--- config.mk ---
export PLATFORM = sky130hd
export DESIGN_NAME = icpu_softint
export DESIGN_NICKNAME = d
export VERILOG_FILES = /design/src/rtl/icpu_pkg.sv /design/src/rtl/icpu_req_if.sv /design/src/rtl/icpu_pend_reg.sv /design/src/rtl/icpu_lvl_merge.sv /design/src/rtl/icpu_softint.sv
export SDC_FILE = /design/constraint.sdc
export NUM_CORES = 1
export LEC_CHECK = 0
export ABC_AREA = 1
export BUFFER_PORTS_ARGS = -buffer_cell sky130_fd_sc_hd__buf_2
export CAP_MARGIN = 10
export CORE_ASPECT_RATIO = 0.8
export CORE_MARGIN = 2
export CORE_UTILIZATION = 55
export CTS_CLUSTER_DIAMETER = 120
export CTS_CLUSTER_SIZE = 12
export DETAILED_ROUTE_END_ITERATION = 6
export PLACE_DENSITY_LB_ADDON = 0.15
export SKIP_LAST_GASP = 1
export SYNTH_ARGS = -nofsm -noshare
export SYNTH_HDL_FRONTEND = slang
export SYNTH_HIERARCHICAL = 1
export SYNTH_SLANG_ARGS = --single-unit
--- constraint.sdc ---
create_clock -name clk -period 1.95 [get_ports clk]
set_input_delay 0.0975 -clock clk [delete_from_list [all_inputs] [get_ports clk]]
set_output_delay 0.0975 -clock clk [all_outputs]
set_load 0.02 [all_outputs]
--- src/rtl/icpu_pkg.sv ---
package icpu_pkg;
  localparam int unsigned WORD_PEND = 0;
  localparam int unsigned WORD_CLR  = 1;
  localparam int unsigned WORD_SET  = 2;

  typedef struct packed {
    logic do_set;
    logic do_clr;
  } sw_op_t;
endpackage

--- src/rtl/icpu_req_if.sv ---
module icpu_req_if
  import icpu_pkg::*;
#(
  parameter int unsigned ADDR_W = 4,
  parameter int unsigned DATA_W = 32
) (
  input  logic              clk,
  input  logic              rst_n,
  input  logic              req_valid,
  output logic              req_ready,
  input  logic              req_write,
  input  logic [ADDR_W-1:0] req_addr,
  input  logic [DATA_W-1:0] req_wdata,
  output logic              rsp_valid,
  input  logic              rsp_ready,
  output logic [DATA_W-1:0] rsp_rdata,
  input  logic [DATA_W-1:0] pend,
  output sw_op_t            sw_op,
  output logic [DATA_W-1:0] sw_data
);
  logic take;

  assign req_ready = !rsp_valid || rsp_ready;
  assign take      = req_valid && req_ready;

  always_comb begin
    sw_op.do_set = take && req_write && (req_addr == ADDR_W'(WORD_SET));
    sw_op.do_clr = take && req_write && (req_addr == ADDR_W'(WORD_CLR));
  end
  assign sw_data = req_wdata;

  always_ff @(posedge clk or negedge rst_n) begin
    if (!rst_n) begin
      rsp_valid <= 1'b0;
      rsp_rdata <= '0;
    end else if (take && !req_write) begin
      rsp_valid <= 1'b1;
      rsp_rdata <= (req_addr == ADDR_W'(WORD_PEND)) ? pend : '0;
    end else if (rsp_ready) begin
      rsp_valid <= 1'b0;
    end
  end
endmodule

--- src/rtl/icpu_pend_reg.sv ---
module icpu_pend_reg
  import icpu_pkg::*;
#(
  parameter int unsigned NUM_LEVELS = 16,
  parameter int unsigned DATA_W     = 2 * NUM_LEVELS,
  parameter int unsigned LVL_W      = $clog2(NUM_LEVELS)
) (
  input  logic              clk,
  input  logic              rst_n,
  input  sw_op_t            sw_op,
  input  logic [DATA_W-1:0] sw_data,
  input  logic              hw_valid,
  input  logic              hw_set,
  input  logic [LVL_W-1:0]  hw_level,
  output logic [DATA_W-1:0] pend_q
);
  // soft bits: everything above the lowest soft-half bit
  localparam logic [DATA_W-1:0] SOFT_MASK  = {DATA_W{1'b1}} << (NUM_LEVELS + 1);
  localparam int unsigned       ALIAS_SRC  = NUM_LEVELS - 2;
  localparam logic [DATA_W-1:0] ALIAS_DST  = {1'b1, {(DATA_W-1){1'b0}}};

  logic [DATA_W-1:0] clr_vec;
  logic [DATA_W-1:0] set_vec;
  logic [DATA_W-1:0] pend_d;

  always_comb begin
    clr_vec = (sw_data | (sw_data[ALIAS_SRC] ? ALIAS_DST : '0)) & SOFT_MASK;
    set_vec = sw_data & SOFT_MASK;
    pend_d  = pend_q;
    if (sw_op.do_clr) pend_d = pend_d & ~clr_vec;
    if (sw_op.do_set) pend_d = pend_d | set_vec;
    if (hw_valid)     pend_d[hw_level] = hw_set;
  end

  always_ff @(posedge clk or negedge rst_n) begin
    if (!rst_n) pend_q <= '0;
    else        pend_q <= pend_d;
  end
endmodule

--- src/rtl/icpu_lvl_merge.sv ---
module icpu_lvl_merge #(
  parameter int unsigned NUM_LEVELS = 16,
  parameter int unsigned DATA_W     = 2 * NUM_LEVELS
) (
  input  logic [NUM_LEVELS-1:0] routed_lvl,
  input  logic [DATA_W-1:0]     pend,
  output logic [NUM_LEVELS-1:0] lvl_out
);
  for (genvar g = 0; g < NUM_LEVELS; g++) begin : g_lvl
    assign lvl_out[g] = routed_lvl[g] | pend[NUM_LEVELS + g];
  end
endmodule

--- src/rtl/icpu_softint.sv ---
module icpu_softint
  import icpu_pkg::*;
#(
  parameter int unsigned NUM_LEVELS = 16,
  parameter int unsigned ADDR_W     = 4,
  parameter int unsigned DATA_W     = 2 * NUM_LEVELS,
  parameter int unsigned LVL_W      = $clog2(NUM_LEVELS)
) (
  input  logic                  clk,
  input  logic                  rst_n,
  input  logic                  req_valid,
  output logic                  req_ready,
  input  logic                  req_write,
  input  logic [ADDR_W-1:0]     req_addr,
  input  logic [DATA_W-1:0]     req_wdata,
  output logic                  rsp_valid,
  input  logic                  rsp_ready,
  output logic [DATA_W-1:0]     rsp_rdata,
  input  logic                  hw_valid,
  input  logic                  hw_set,
  input  logic [LVL_W-1:0]      hw_level,
  input  logic [NUM_LEVELS-1:0] routed_lvl,
  output logic [NUM_LEVELS-1:0] lvl_out
);
  sw_op_t            sw_op;
  logic [DATA_W-1:0] sw_data;
  logic [DATA_W-1:0] pend_q;

  icpu_req_if #(.ADDR_W(ADDR_W), .DATA_W(DATA_W)) u_req (
    .clk(clk), .rst_n(rst_n),
    .req_valid(req_valid), .req_ready(req_ready), .req_write(req_write),
    .req_addr(req_addr), .req_wdata(req_wdata),
    .rsp_valid(rsp_valid), .rsp_ready(rsp_ready), .rsp_rdata(rsp_rdata),
    .pend(pend_q), .sw_op(sw_op), .sw_data(sw_data)
  );

  icpu_pend_reg #(.NUM_LEVELS(NUM_LEVELS), .DATA_W(DATA_W), .LVL_W(LVL_W)) u_pend (
    .clk(clk), .rst_n(rst_n), .sw_op(sw_op), .sw_data(sw_data),
    .hw_valid(hw_valid), .hw_set(hw_set), .hw_level(hw_level), .pend_q(pend_q)
  );

  icpu_lvl_merge #(.NUM_LEVELS(NUM_LEVELS), .DATA_W(DATA_W)) u_merge (
    .routed_lvl(routed_lvl), .pend(pend_q), .lvl_out(lvl_out)
  );
endmodule

==> results of run 1 <==
-- tightest hold or removal path, cell delays in order --
cell and delay [ns]:
buf_2 0.09, inv_1 0.05, o21ai_0 0.07
-- per-stage QoR --
step	area [µm²]	worst slack, ns	util (%)
after global routing	3980	0.3040	67.68
after floorplan	3319	0.5585	-
after detailed placement	3711	0.5153	63.11
after CTS	3980	0.4944	67.68
after global placement	3711	0.6061	63.11
final	3980	0.4952	67.68
-- report_power, final --
part	leakage, µW	internal (µW)	switching, µW
Clock	0.000103	657	486
Sequential	0.000851	1480	92.3
Combinational	0.00144	215	370
-- cells in the final DEF, fill, tap and decap left out, types with 3 or more instances in the layout --
cell type and instances:
buf_2 96, clkbuf_8 11, dfrtp_1 64, dlygate4sd3_1 7, inv_1 92, nand2_1 152, nand3_1 15, nand4_1 12
nor2_1 45, nor2_2 3, o21ai_0 31, o21bai_1 4
-- worst min path at each step --
stage / end / cells after the start
3_3_place_gp: u_pend/pend_q[6] / 2
4_1_cts: u_pend/pend_q[28] / 3
3_5_place_dp: u_pend/pend_q[6] / 2
2_1_floorplan: u_pend/pend_q[0] / 0
6_report: u_pend/pend_q[29] / 3
5_1_grt: u_pend/pend_q[25] / 3
-- state kept, by name, indices dropped and copies added, names as in the netlist --
| signal | flops |
|---|---|
| u_pend/pend_q | 31 |
| u_req/rsp_rdata | 32 |
| u_req/rsp_valid | 1 |
-- cell type report --
type,count,share of cell area (%)
Multi-Input combinational cell,268,28.73
Tap cell,81,2.546
Clock buffer,13,3.992
Inverter,93,8.771
Timing Repair Buffer,106,14.71
Sequential cell,64,40.24
Clock inverter,3,1.006
-- layer usage --
| layer | global-route usage [%] | vias to the layer above | part of all wire, % |
|---|---|---|---|
| met1 | 29.04 | 1275 | 49 |
| met5 | 0 | - | 0 |
| met4 | 5.387 | 0 | 0.89 |
| met3 | 7.282 | 5 | 5.7 |
| met2 | 35.99 | 76 | 44 |
| li1 | - | 1507 | - |
==> flow_metrics.env, run 1 <==
export IMPL_finalSetupViolations=0
export IMPL_outcome="finished, final reports clean"
export IMPL_drive_gt1_share_pct=22.30
export IMPL_cp_common_cell="o21ai_0"
export IMPL_p_per_area_mw_per_mm2=828.8
export IMPL_worstHoldStart="req_wdata[29]"
export IMPL_dp_cells=605
export IMPL_power_leakage_uw=0.002397
export IMPL_r2r_slack_ns=0.50
export IMPL_hp_class="input port to register"
export IMPL_htreeDepth=3
export IMPL_crit_start="u_req/rsp_valid"
export IMPL_initial_core_util_pct=56.45
export IMPL_fin_nets=605
export IMPL_wire_per_inst_um=11.13
export IMPL_multi_input_area_mm2=0.001144
export IMPL_crit_required_ns=2.15
export IMPL_cts_inserted_buffers=9
export IMPL_regArea_mm2=0.001602
export IMPL_clk_pin_slew_ns=0.07
export IMPL_finalCritPeriodShare_pct=74.61
export IMPL_slew_violations=0
export IMPL_antenna_found_initial=0
export IMPL_drc=0
export IMPL_postCtsSetupBuffers=0
export IMPL_grt_pass1_vias=2613
export IMPL_relSlewSlack_pct=53.23
export IMPL_fp_dieW_um=90.86
export IMPL_clk_path_buf_depth=2
export IMPL_io_pins=113
export IMPL_path_cells="nand2_4, nand3_1, nor2_1, inv_1, o21ai_0, o21ai_0"
export IMPL_viasPerCell=4.559
export IMPL_grt_total_usage_pct=22.06
export IMPL_die_area_mm2=0.006676
export IMPL_arrival_ns=1.66
export IMPL_start_kind="register"
export IMPL_hold_violations=0
export IMPL_finalWirelength_um=6987
export IMPL_finalNonFillerCells=628
export IMPL_critPathCaptureType="register"
export IMPL_period_needed_ns=1.455
export IMPL_grt_overflow=0
export IMPL_cp_max_fo=14
export IMPL_place_hpwl_um=4504
export IMPL_ant_nets=0
export IMPL_r2r_start="u_req/rsp_valid"
export IMPL_drt_iter0_drc=134
export IMPL_max_freq_mhz=687.4
export IMPL_synthCells=458
export IMPL_crit_buf_inv=1
export IMPL_power_uw=3299
export IMPL_rr_worst_depth=6
export IMPL_critPathTopFamily="flip-flops"
export IMPL_via_count=2863
export IMPL_row_count=25
export IMPL_tightestPinTransition_ns=0.6990
export IMPL_gp_congestion=0.8092
export IMPL_syn_avg_cell_area_um2=7.248
export IMPL_clock_sinks=64
export IMPL_tns_ns=0
export IMPL_ctsResizeCount=0
export IMPL_cts_root_buf="clkbuf_8"
export IMPL_firstDrtPassIters=5
export IMPL_yosysWarnings=6
export IMPL_skew_ns=0.009025
export IMPL_grt_max_degree=65
export IMPL_die_y_um=73.49
export IMPL_syn2layout_area_growth_pct=19.90
export IMPL_cts_tree="yes"
export IMPL_whs_ns=0.01669
export IMPL_core_mm2=0.005881
export IMPL_clk_latency_ns=0.34
export IMPL_cp_num_cells=6
export IMPL_slowest_delay_ns=0.41
export IMPL_syn_area_mm2=0.003319
export IMPL_portBuffers=96
export IMPL_path_class="register to register"
export IMPL_critPathCapture="u_pend/pend_q[19]"
export IMPL_drv_cap=0
export IMPL_ir_worst_vdd_uv=564.1
export IMPL_antenna_cells_inserted=0
export IMPL_worstReg2RegEnd="u_pend/pend_q[19]"
export IMPL_nFillCells=559
export IMPL_rsz0062_at_grt="no"
export IMPL_grt_pass1_wl_um=11540
export IMPL_syn_nets=521
export IMPL_cts_hold_repair_buffers=7
export IMPL_cp_slowest_cell="dfrtp_1"
No activity file was read; power rests on OpenSTA's default activity.
==> run 2: changes to the inputs <==
CORE_UTILIZATION = 46   (was 55)
clock period = 1.21 ns   (was 1.95 ns; I/O delays follow)
==> flow_metrics.env, run 2 (synthesis gave the netlist of run 1 again) <==
export IMPL_swShare_pct=28.93
export IMPL_crit_required_ns=1.42
export IMPL_clock_sinks=64
export IMPL_viasPerCell=4.493
export IMPL_cts_inserted_buffers=9
export IMPL_final_cell_mix="152 x nand2_1, 95 x buf_2, 90 x inv_1, 63 x dfrtp_1, 44 x nor2_1"
export IMPL_ant_nets=0
export IMPL_regMostFlops="u_req/rsp_rdata"
export IMPL_die_y_um=79.98
export IMPL_antenna_found_initial=0
export IMPL_firstDrtPassIters=4
export IMPL_initial_core_util_pct=47.93
export IMPL_whs_ns=0.09971
export IMPL_clk_pin_slew_ns=0.08
export IMPL_p_per_area_mw_per_mm2=1334
export IMPL_fin_nets=620
export IMPL_gp_congestion=0.7879
export IMPL_io_pins=113
export IMPL_slowest_delay_ns=0.43
export IMPL_reg_top3="u_req/rsp_rdata: 32 flops, u_pend/pend_q: 31 flops, u_req/rsp_valid: 1 flops"
export IMPL_cts_tree="yes"
export IMPL_clkPwrFrac_pct=36.9
export IMPL_fp_dieW_um=98.98
export IMPL_grt_overflow=0
export IMPL_antenna_cells_inserted=0
export IMPL_power_switching_uw=1635
export IMPL_skew_ns=0.007989
export IMPL_postPlaceCellArea_mm2=0.003792
export IMPL_rsz0062_at_grt="yes"
export IMPL_drive_gt1_share_pct=24.38
export IMPL_finalSetupViolations=14
export IMPL_hold_violations=0
export IMPL_start_kind="register"
export IMPL_arrival_ns=1.54
export IMPL_core_mm2=0.006925
export IMPL_drt_iter0_drc=151
export IMPL_wire_per_inst_um=11.51
export IMPL_via_count=2916
export IMPL_final_common_cell="nand2_1"
export IMPL_critPathCaptureType="register"
export IMPL_finalCritPeriodShare_pct=109.6
export IMPL_syn2layout_area_growth_pct=27.55
export IMPL_ir_worst_vdd_uv=774.7
export IMPL_drc=0
export IMPL_nFillCells=648
export IMPL_row_count=27
export IMPL_combPwrFrac_pct=18.1
export IMPL_cts_root_buf="clkbuf_8"
export IMPL_clk_latency_ns=0.34
export IMPL_path_class="register to register"
export IMPL_grt_pass1_vias=2709
export IMPL_htreeDepth=3
export IMPL_place_hpwl_um=4845
export IMPL_power_uw=5649
export IMPL_cp_common_cell="o21ai_1"
export IMPL_cp_max_fo=7
export IMPL_cp_slowest_cell="dfrtp_2"
export IMPL_period_needed_ns=1.326
export IMPL_hp_class="input port to register"
export IMPL_final_area_mm2=0.004234
export IMPL_seqPwrFrac_pct=45.0
export IMPL_drv_cap=0
export IMPL_die_area_mm2=0.007916
export IMPL_portBuffers=96
export IMPL_clk_path_buf_depth=2
export IMPL_finalWirelength_um=7468
export IMPL_max_freq_mhz=754.1
export IMPL_grt_total_usage_pct=19.64
export IMPL_p_int_uw=4015
export IMPL_violations="setup timing"
export IMPL_largest_register_ffs=32
export IMPL_power_leakage_uw=0.002493
export IMPL_outcome="complete, but fails checks"
export IMPL_grt_pass1_wl_um=12320
export IMPL_slew_violations=0
export IMPL_worst_slack_ns=-0.1162
export IMPL_grt_max_degree=65
export IMPL_path_cells="nand2_4, nand3_4, nor2_4, clkinvlp_4, o21ai_1, o21ai_1"
-- run 2: timing repair --
item,CTS,global route
hold buffers,17,0
buffers inserted,0,0
resized for setup,1,13
setup endpoints to repair,14,45
hold endpoints to repair,79,0
cloned,0,1
pin swaps,0,4
-- run 2: path summary, 6_finish.rpt --
check	cells past startpoint	slack (ns)	to	startpoint
max	6	-0.12	u_pend/pend_q[17]	u_req/rsp_valid
min reg2reg	2	0.47	u_req/rsp_rdata[23]	u_req/rsp_rdata[23]
min in group asynchronous	3	0.25	u_pend/pend_q[5]	rst_n
max reg2reg	6	-0.12	u_pend/pend_q[17]	u_req/rsp_valid
min	4	0.1	u_pend/pend_q[0]	hw_level[3]
max in group asynchronous	3	0.67	u_req/rsp_valid	rst_n
-- run 2: per-layer routing --
layer | vias up | global-route usage (%) | wire, µm
met3 | 9 | 5.429 | 421
met4 | 0 | 6.438 | 100
met5 | - | 0 | 0
met1 | 1289 | 25.63 | 3645
li1 | 1539 | - | -
met2 | 79 | 31.82 | 3301
-- run 2: layout make-up --
cell class	count	area (µm²)	area share [%]
clock inverters	6	91.34	2.157
multi-input cells	268	1175	27.75
clock buffers	10	137.6	3.251
repair buffers	120	759.5	17.94
well taps	87	108.9	2.571
inverters	93	351.6	8.304
flip-flops and latches	64	1603	37.85
repair inverters	1	7.507	0.1773
-- run 2: critical path: cells and delay by family (launching register included) --
family / cells / cell delay, ns
flops: 1 / 0.43
buf+inv: 1 / 0.21
compound gates: 2 / 0.22
simple gates: 3 / 0.34
-- run 2: metrics by stage --
| step | setup TNS, ns | utilization, % | std cells | worst slack (ns) |
|---|---|---|---|---|
| final | -0.9134 | 61.14 | 649 | -0.1162 |
| after global routing | -3.670 | 61.14 | 649 | -0.2075 |
| after floorplan | -1.017 | - | 458 | -0.1019 |
| after CTS | -0.5754 | 60.52 | 648 | -0.1003 |
| after global placement | -0.6443 | 54.76 | 615 | -0.09816 |
| after detailed placement | -1.553 | 54.76 | 615 | -0.1588 |
-- run 2: power by group through the flow --
| stage | logic, µW | clock network, µW | registers (µW) |
|---|---|---|---|
| after floorplan | 632 | 0 | 2580 |
| after global placement | 943 | 0 | 2580 |
| after detailed placement | 964 | 0 | 2580 |
| after CTS | 1020 | 2150 | 2540 |
| after global routing | 1170 | 2240 | 2580 |
| final | 1020 | 2090 | 2540 |
==> run 3: changes to the inputs <==
CORE_ASPECT_RATIO = 0.5   (was 0.8)
CORE_UTILIZATION = 47   (was 46)
CTS_BUF_LIST = sky130_fd_sc_hd__clkbuf_8   (was not set)
==> flow_metrics.env, run 3 (synthesis gave the netlist of run 1 again) <==
export IMPL_regMostFlops="u_req/rsp_rdata"
export IMPL_drv_cap=0
export IMPL_ir_worst_vdd_uv=815.6
export IMPL_cp_max_fo=7
export IMPL_crit_required_ns=1.43
export IMPL_drive_gt1_share_pct=24.20
export IMPL_grt_total_usage_pct=20.79
export IMPL_grt_max_degree=33
export IMPL_hold_path_cell_count=4
export IMPL_cts_tree="yes"
export IMPL_row_count=21
export IMPL_initial_core_util_pct=49.16
export IMPL_power_leakage_uw=0.002502
export IMPL_clk_latency_ns=0.34
export IMPL_r2r_slack_ns=-0.09
export IMPL_max_freq_mhz=771.0
export IMPL_clk_path_buf_depth=2
export IMPL_clk_pin_slew_ns=0.07
export IMPL_via_count=2970
export IMPL_antenna_found_initial=0
export IMPL_wire_per_inst_um=10.97
export IMPL_worstReg2RegEnd="u_pend/pend_q[30]"
export IMPL_viasPerCell=4.514
export IMPL_grt_overflow=0
export IMPL_largest_register_ffs=32
export IMPL_hold_violations=0
export IMPL_drt_iter0_drc=215
export IMPL_gp_congestion=0.8405
export IMPL_violations="setup timing"
export IMPL_reg_top3="u_req/rsp_rdata: 32 flops, u_pend/pend_q: 31 flops, u_req/rsp_valid: 1 flops"
export IMPL_rsz0062_at_grt="yes"
export IMPL_postCtsSetupBuffers=0
export IMPL_antenna_cells_inserted=0
export IMPL_p_per_area_mw_per_mm2=1247
export IMPL_critPathCaptureType="register"
export IMPL_die_y_um=63.43
export IMPL_cts_inserted_buffers=9
export IMPL_finalCritPeriodShare_pct=107.2
export IMPL_firstDrtPassIters=4
export IMPL_clock_sinks=64
export IMPL_r2r_start="u_req/rsp_valid"
export IMPL_final_area_mm2=0.004224
export IMPL_nFillCells=616
export IMPL_finalSetupViolations=7
export IMPL_worst_slack_ns=-0.08706
export IMPL_outcome="complete, but fails checks"
export IMPL_io_pins=113
export IMPL_place_hpwl_um=4984
export IMPL_arrival_ns=1.52
export IMPL_hp_class="input port to register"
export IMPL_fin_nets=624
export IMPL_tns_ns=-0.5232
export IMPL_drc=0
export IMPL_start_kind="register"
export IMPL_htreeDepth=3
export IMPL_final_cell_mix="152 x nand2_1, 95 x buf_2, 93 x inv_1, 63 x dfrtp_1, 44 x nor2_1"
export IMPL_postPlaceCellArea_mm2=0.003841
export IMPL_skew_ns=0.004748
export IMPL_worstHoldStart="hw_level[3]"
export IMPL_die_area_mm2=0.007792
export IMPL_final_common_cell="nand2_1"
export IMPL_period_needed_ns=1.297
export IMPL_place_ws_ns=-0.1482
export IMPL_worstHoldEndpoint="u_pend/pend_q[0]"
export IMPL_core_mm2=0.006753
export IMPL_rr_worst_depth=6
export IMPL_cts_root_buf="clkbuf_8"
export IMPL_ant_nets=0
export IMPL_grt_pass1_wl_um=12440
export IMPL_fp_dieW_um=122.9
export IMPL_syn2layout_area_growth_pct=27.25
export IMPL_portBuffers=96
export IMPL_finalWirelength_um=7215
export IMPL_multi_input_area_mm2=0.001171
export IMPL_path_class="register to register"
export IMPL_slew_violations=0
export IMPL_regArea_mm2=0.001603
export IMPL_grt_pass1_vias=2756
-- run 3: changes by cell type in the layout (fill, tap and decap cells not counted), sizes merged --
| cell | change |
|---|---|
| clkbuf | -1 |
| inv | +2 |
| buf | +4 |
| bufinv | -1 |
-- run 3: per-stage QoR --
step / hold WS (ns) / util, % / power [µW] / cells
global route: 0.1091 / 62.55 / 5627 / 658
floorplan: -0.2351 / - / 3211 / 458
detailed placement: -0.01487 / 56.88 / 3557 / 624
finish: 0.08541 / 62.55 / 5269 / 658
global placement: -0.01772 / 56.88 / 3528 / 624
CTS: 0.06578 / 62.07 / 5321 / 657
-- run 3: final cells by class --
| type | instances | area share (%) |
|---|---|---|
| clock inverters | 7 | 1.333 |
| multi-input cells | 268 | 27.73 |
| repair inverters | 1 | 0.1777 |
| repair buffers | 124 | 18.90 |
| flip-flops and latches | 64 | 37.94 |
| clock buffers | 9 | 2.932 |
| inverters | 93 | 8.264 |
| well taps | 92 | 2.725 |
-- run 3: report_power, final --
part | total [µW] | internal [µW] | switching [µW]
registers | 2540 | 2380 | 157
clock network | 1700 | 917 | 783
logic | 1030 | 416 | 612
total | 5270 | 3720 | 1550
-- run 3: repair_timing --
| action | CTS | global route |
|---|---|---|
| pin swaps | 0 | 6 |
| hold endpoints to repair | 79 | 0 |
| cloned | 0 | 1 |
| resized for setup | 1 | 9 |
| setup endpoints to repair | 14 | 35 |
| hold buffers | 17 | 0 |
-- run 3: worst max-delay path by stage --
stage | end | startpoint | cells past startpoint
finish | u_pend/pend_q[30] | u_req/rsp_valid | 6
global route | u_pend/pend_q[30] | u_req/rsp_valid | 6
global placement | u_pend/pend_q[26] | u_req/rsp_valid | 6
detailed placement | u_pend/pend_q[26] | u_req/rsp_valid | 6
CTS | u_pend/pend_q[26] | u_req/rsp_valid | 6
floorplan | u_pend/pend_q[17] | u_req/rsp_valid | 7
-- run 3: layer usage --
metal | up-vias | GRT usage (%) | part of all wire, %
met5 | - | 0 | 0
met4 | 0 | 5.603 | 1.0
met3 | 9 | 7.337 | 5.4
met2 | 63 | 32.32 | 44
met1 | 1349 | 27.56 | 49
li1 | 1549 | - | -
-- run 3: critical path, cell delays in order, from the launching register on --
cell and delay [ns]:
dfrtp_2 0.42, nand2_4 0.07, nand3_4 0.08, nor2_4 0.14
clkinvlp_4 0.21, o21ai_1 0.17, o21ai_1 0.08
